### src/rtl/rrv_pkg.sv
package rrv_pkg;
  parameter int CNT_W = 6;
  parameter int NTYPE = 6;
  localparam int SUM_W = CNT_W + 2;
  localparam int VEC_W = NTYPE * CNT_W;
  localparam int NSIDE = 4;

  typedef logic [CNT_W-1:0] cnt_t;
  typedef logic [SUM_W-1:0] sum_t;

  typedef struct packed {
    sum_t [NSIDE-1:0] side;
    sum_t             couple;
    cnt_t             w;
    logic             rerr;
    logic             exc;
    logic             dom;
  } stage_t;
endpackage

### src/rtl/rrv_range_dom.sv
module rrv_range_dom
  import rrv_pkg::*;
(
  input  logic [VEC_W-1:0] req_i,
  input  logic [VEC_W-1:0] ref_i,
  input  cnt_t             w_i,
  output logic             rerr_o,
  output logic             dom_o
);
  logic [NTYPE-1:0] over;
  logic [NTYPE-1:0] le_ref;

  for (genvar k = 0; k < NTYPE; k++) begin : g_type
    assign over[k]   = req_i[k*CNT_W +: CNT_W] > w_i;
    assign le_ref[k] = req_i[k*CNT_W +: CNT_W] <= ref_i[k*CNT_W +: CNT_W];
  end

  assign rerr_o = |over;
  assign dom_o  = &le_ref;
endmodule

### src/rtl/rrv_sum_stage.sv
module rrv_sum_stage
  import rrv_pkg::*;
(
  input  logic             clk_i,
  input  logic             rst_ni,
  input  logic             en_i,
  input  logic             vld_i,
  input  logic [VEC_W-1:0] req_i,
  input  logic [VEC_W-1:0] ref_i,
  input  cnt_t             w_i,
  output logic             vld_o,
  output stage_t           st_o
);
  sum_t [NTYPE-1:0] n;
  sum_t   bend_a, bend_b;
  logic   rerr, dom;
  logic   rest_zero;
  stage_t st_d;

  for (genvar k = 0; k < NTYPE; k++) begin : g_ext
    assign n[k] = sum_t'(req_i[k*CNT_W +: CNT_W]);
  end

  rrv_range_dom i_range_dom (
    .req_i  (req_i),
    .ref_i  (ref_i),
    .w_i    (w_i),
    .rerr_o (rerr),
    .dom_o  (dom)
  );

  assign bend_a    = n[2] + n[4];
  assign bend_b    = n[3] + n[5];
  assign rest_zero = (n[2] == '0) && (n[3] == '0) && (n[4] == '0) && (n[5] == '0);

  always_comb begin
    st_d.side[0] = n[0] + n[2] + n[5];
    st_d.side[1] = n[1] + n[2] + n[3];
    st_d.side[2] = n[0] + n[3] + n[4];
    st_d.side[3] = n[1] + n[4] + n[5];
    st_d.couple  = n[0] + n[1] + ((bend_a > bend_b) ? bend_a : bend_b);
    st_d.w       = w_i;
    st_d.rerr    = rerr;
    st_d.exc     = (n[0] == sum_t'(w_i)) && (n[1] == sum_t'(w_i)) && rest_zero;
    st_d.dom     = dom;
  end

  always_ff @(posedge clk_i or negedge rst_ni) begin
    if (!rst_ni) begin
      vld_o <= 1'b0;
      st_o  <= '0;
    end else if (en_i) begin
      vld_o <= vld_i;
      st_o  <= st_d;
    end
  end
endmodule

### src/rtl/rrv_judge_stage.sv
module rrv_judge_stage
  import rrv_pkg::*;
(
  input  logic   clk_i,
  input  logic   rst_ni,
  input  logic   en_i,
  input  logic   vld_i,
  input  stage_t st_i,
  output logic   vld_o,
  output logic   univ_ok_o,
  output logic   matrix_ok_o,
  output logic   range_err_o,
  output logic   dominated_o
);
  logic [NSIDE-1:0] side_ok;
  logic univ_d, couple_ok;
  sum_t two_w;

  for (genvar s = 0; s < NSIDE; s++) begin : g_side
    assign side_ok[s] = st_i.side[s] <= sum_t'(st_i.w);
  end

  assign two_w     = sum_t'(st_i.w) << 1;
  // couple <= 2w-1 written without a subtraction
  assign couple_ok = (st_i.couple + sum_t'(1)) <= two_w;
  assign univ_d    = !st_i.rerr && (&side_ok);

  always_ff @(posedge clk_i or negedge rst_ni) begin
    if (!rst_ni) begin
      vld_o       <= 1'b0;
      univ_ok_o   <= 1'b0;
      matrix_ok_o <= 1'b0;
      range_err_o <= 1'b0;
      dominated_o <= 1'b0;
    end else if (en_i) begin
      vld_o       <= vld_i;
      univ_ok_o   <= univ_d;
      matrix_ok_o <= univ_d && (couple_ok || st_i.exc);
      range_err_o <= st_i.rerr;
      dominated_o <= st_i.dom;
    end
  end

  p_matrix_sub_univ_r9: assert property (@(posedge clk_i) disable iff (!rst_ni)
    vld_o |-> (!matrix_ok_o || univ_ok_o));

  p_range_kills_r6: assert property (@(posedge clk_i) disable iff (!rst_ni)
    (vld_o && range_err_o) |-> (!univ_ok_o && !matrix_ok_o));

  p_stall_hold_r8: assert property (@(posedge clk_i) disable iff (!rst_ni)
    (vld_o && !en_i) |=> (vld_o && $stable({univ_ok_o, matrix_ok_o, range_err_o, dominated_o})));
endmodule

### src/rtl/rrv_feas_check.sv
module rrv_feas_check
  import rrv_pkg::*;
(
  input  logic             clk_i,
  input  logic             rst_ni,
  input  logic             in_valid_i,
  output logic             in_ready_o,
  input  logic [CNT_W-1:0] width_i,
  input  logic [VEC_W-1:0] req_i,
  input  logic [VEC_W-1:0] ref_i,
  output logic             out_valid_o,
  input  logic             out_ready_i,
  output logic             univ_ok_o,
  output logic             matrix_ok_o,
  output logic             range_err_o,
  output logic             dominated_o
);
  logic   s1_vld;
  stage_t s1_st;
  logic   adv;

  // whole pipe moves unless a result is waiting
  assign adv        = !out_valid_o || out_ready_i;
  assign in_ready_o = adv;

  rrv_sum_stage i_sum (
    .clk_i  (clk_i),
    .rst_ni (rst_ni),
    .en_i   (adv),
    .vld_i  (in_valid_i),
    .req_i  (req_i),
    .ref_i  (ref_i),
    .w_i    (width_i),
    .vld_o  (s1_vld),
    .st_o   (s1_st)
  );

  rrv_judge_stage i_judge (
    .clk_i       (clk_i),
    .rst_ni      (rst_ni),
    .en_i        (adv),
    .vld_i       (s1_vld),
    .st_i        (s1_st),
    .vld_o       (out_valid_o),
    .univ_ok_o   (univ_ok_o),
    .matrix_ok_o (matrix_ok_o),
    .range_err_o (range_err_o),
    .dominated_o (dominated_o)
  );

  p_latency_r2: assert property (@(posedge clk_i) disable iff (!rst_ni)
    (in_valid_i && in_ready_o) ##1 in_ready_o |=> out_valid_o);

  p_no_take_on_stall_r8: assert property (@(posedge clk_i) disable iff (!rst_ni)
    (out_valid_o && !out_ready_i) |=> out_valid_o);
endmodule

### config.mk
export PLATFORM = sky130hd
export DESIGN_NAME = rrv_feas_check
export DESIGN_NICKNAME = d
export VERILOG_FILES = /design/src/rtl/rrv_pkg.sv /design/src/rtl/rrv_range_dom.sv /design/src/rtl/rrv_sum_stage.sv /design/src/rtl/rrv_judge_stage.sv /design/src/rtl/rrv_feas_check.sv
export SDC_FILE = /design/constraint.sdc
export NUM_CORES = 1
export LEC_CHECK = 0
export ABC_AREA = 1
export CAP_MARGIN = 10
export CORE_MARGIN = 4
export CORE_UTILIZATION = 53
export DETAILED_ROUTE_END_ITERATION = 8
export PLACE_DENSITY = 0.79
export SLEW_MARGIN = 25
export SYNTH_ARGS = -nofsm -noshare
export SYNTH_HDL_FRONTEND = slang
export SYNTH_HIERARCHICAL = 1
export SYNTH_SLANG_ARGS = --single-unit
### constraint.sdc
create_clock -name clk_i -period 1.95 [get_ports clk_i]
set_input_delay 0.39 -clock clk_i [delete_from_list [all_inputs] [get_ports clk_i]]
set_output_delay 0.39 -clock clk_i [all_outputs]
set_load 0.03 [all_outputs]
==> key figures <==
Critical path
  • Max incr delay on CP: 380 ps
  • CP Launch Type: input pin
  • Reg-to-Reg Start: i_sum/st_o[10]
  • Crit path DAT: 4250 ps
  • R2R depth: 17
  • WP data required: 2140 ps
  • Crit end category: register
  • RR Endpoint: i_judge/matrix_ok_o
  • Worst-path cell with the longest stage delay: fa_2
  • Largest fanout on the critical path: 4
  • Reg2Reg Setup Slack: -60 ps
  • Crit Path Class: input pin to register

Timing
  • Max_slew headroom: 0.652
  • Final worst setup slack: -2100 ps
  • Clk_skew: 3.65 ps
  • FMAX: 247 MHz
  • Final Max Tran Viols: 0
  • Worst slew pin tran: 521 ps
  • Finish-stage setup viols: 25
  • RSZ-0062 raised after global routing: yes
  • Hold Violations, Final: 0
  • Min Tclk post-route: 4050 ps
  • Period utilization: 2.08

CTS
  • TritonCTS buffer count: 5
  • Clock sink total: 55
  • Max clock buf depth: 2
  • CTS clk-pin slew, worst paths: 70 ps
  • Hold_buf cts: 0
  • Clk_lat worst skew: 300 ps
  • Clock root buffer: clkbuf_16
  • H-tree depth: 2
  • TritonCTS clock tree: done

GRT
  • Vias in the first global route: 8,098
  • Antenna violations before repair: 1
  • First-pass GRT wire length: 38.6 mm
  • Gr usage total: 0.298
  • Gr ovfl total: 0
  • Largest net degree at the start of global routing: 28

Synth
  • EDFF count, synth: 0
  • Mapped Area: 7480 µm²
  • FF+latch count, synth: 55
  • Top cells by area, synth: ha_1 25%, dfrtp_1 18%, nand2_1 16%
  • Top-count cell post-synth: nand2_1
  • Cell count after synthesis: 1,032
  • Synth top area share: 0.248
  • Syn_area_per_cell: 7.24 µm²
  • Sequential area share after synthesis: 0.184
  • Ys flop type: dfrtp_1
  • Yosys top cell by area: ha_1
  • YS warnings: 6
  • Commonest cells post-synth: 322 x nand2_1, 171 x inv_1, 148 x ha_1
  • Ys async rst share: 1.00
  • Syn nets: 1,299
  • Synth unique cells: 37

Flow run
  • MaxCap Viol Count: 0

Final layout
  • Layout cells sized above 1: 0.320
  • Synth-to-layout area growth: 46.1%
  • Final net count: 1,536
  • Fillers: 791

Run status
  • Status: finished with violations
  • Failing checks: negative setup slack

Pwr
  • Pwr Total: 8.94 mW
  • Cell Pwr Density: 818 nW/µm²
  • P_leak: 5.65 nW
  • Peak VDD IR: 0.464 mV

Floorplanning
  • IO Count: 88
  • Initial Util: 0.541
  • Die span in y: 127 µm
  • Chip width: 127 µm
  • Std-Cell Core Area: 13,800 µm²
  • Die footprint: 16,100 µm²
  • Site row count: 43

Routing
  • Total Wirelength: 28.2 mm
  • DR DRC count: 0
  • Via/cell ratio: 5.79
  • 1st-iter DRT viols: 796
  • Drt pass-1 iters: 8
  • WL per Instance: 19.4 µm
  • Antenna viol nets, final: 0
  • Via count: 8,406

Min path
  • Hold Path Class: input pin to async pin

Place
  • PortBufs: 87
  • Gp weighted congestion: 0.993
  • Post-DP HPWL: 17.9 mm
  • Place WS: -2500 ps
==> worst max path at each step <==
stage,start,endpoint
final,req_i[22],i_sum/st_o[14]
after global routing,req_i[22],i_sum/st_o[14]
after CTS,req_i[30],i_sum/st_o[16]
after detailed placement,req_i[18],i_sum/st_o[16]
after global placement,req_i[18],i_sum/st_o[16]
after floorplan,req_i[18],i_sum/st_o[14]
==> cells by family after synthesis <==
| logic type | share of synthesized area |
|---|---|
| buf+inv | 0.0967 |
| fa+ha+maj | 0.347 |
| flops | 0.184 |
| compound gates | 0.0741 |
| simple gates | 0.273 |
| xor+xnor | 0.0256 |
==> repair_timing <==
item	in CTS	in global routing
hold endpoints to repair	0	0
endpoints found under the setup margin	37	35
resized for setup	204	132
pin swaps	95	83
setup buffers	19	16
==> power by group <==
| part | total (mW) | leakage (nW) | internal, mW | switching [mW] |
|---|---|---|---|---|
| logic | 6.25 | 4.91 | 2.92 | 3.32 |
| registers | 1.76 | 0.665 | 1.50 | 0.261 |
| clock network | 0.933 | 0.0731 | 0.514 | 0.419 |
| total | 8.94 | 5.65 | 4.93 | 4.00 |
==> registers in the layout, indices dropped and copies added (netlist names) <==
signal / flops
i_judge/univ_ok_o: 1
i_judge/matrix_ok_o: 1
i_sum/st_o: 49
i_sum/vld_o: 1
i_judge/range_err_o: 1
i_judge/dominated_o: 1
i_judge/vld_o: 1
==> per-layer routing <==
metal | GRT usage | part of all wire
met3 | 0.0383 | 0.089
met5 | 0 | 0
met4 | 0.162 | 0.10
met1 | 0.343 | 0.34
met2 | 0.535 | 0.47
==> worst max-delay path, delay by kind of cell <==
family                     cells  cell delay [ps]
AOI/OAI and AO/OA              1               70
and+or+nand+nor               16             1510
buffers and inverters          8              950
adders and majority gates      5             1330
==> layout make-up <==
cell class | count | area, µm² | area share
Antenna cell | 1 | 2.50 | 0.000229
Clock buffer | 6 | 139 | 0.0127
Clock inverter | 2 | 16.3 | 0.00149
Inverter | 179 | 686 | 0.0628
Multi-Input combinational cell | 788 | 6370 | 0.583
Sequential cell | 55 | 1380 | 0.126
Tap cell | 180 | 225 | 0.0206
Timing Repair Buffer | 240 | 2110 | 0.193
==> cells in the final DEF (no fill, tap or decap), types with 20 or more instances in the layout <==
| master | n |
|---|---|
| nand2_1 | 282 |
| inv_1 | 145 |
| buf_4 | 119 |
| ha_1 | 105 |
| dfrtp_1 | 55 |
| nor2_1 | 51 |
| clkdlybuf4s50_1 | 44 |
| nand3_1 | 41 |
| nand2_2 | 38 |
| ha_4 | 38 |
| buf_6 | 32 |
| inv_2 | 29 |
| a21oi_1 | 28 |
| fa_1 | 24 |
| a21oi_2 | 21 |
| nand3_2 | 20 |
==> per-stage QoR <==
step | TNS [ps] | hold slack, ps | util | instance area (µm²) | std cells
floorplan | -11850 | 94.4 | - | 7570 | 1032
finish | -16160 | 64.6 | 0.790 | 10900 | 1451
detailed placement | -38420 | 392 | 0.690 | 9540 | 1409
global placement | -36760 | 377 | 0.690 | 9540 | 1409
CTS | -13500 | 75.9 | 0.751 | 10400 | 1436
global route | -17930 | 93.1 | 0.790 | 10900 | 1451
Note: power is estimated with default switching activity, not from simulation.
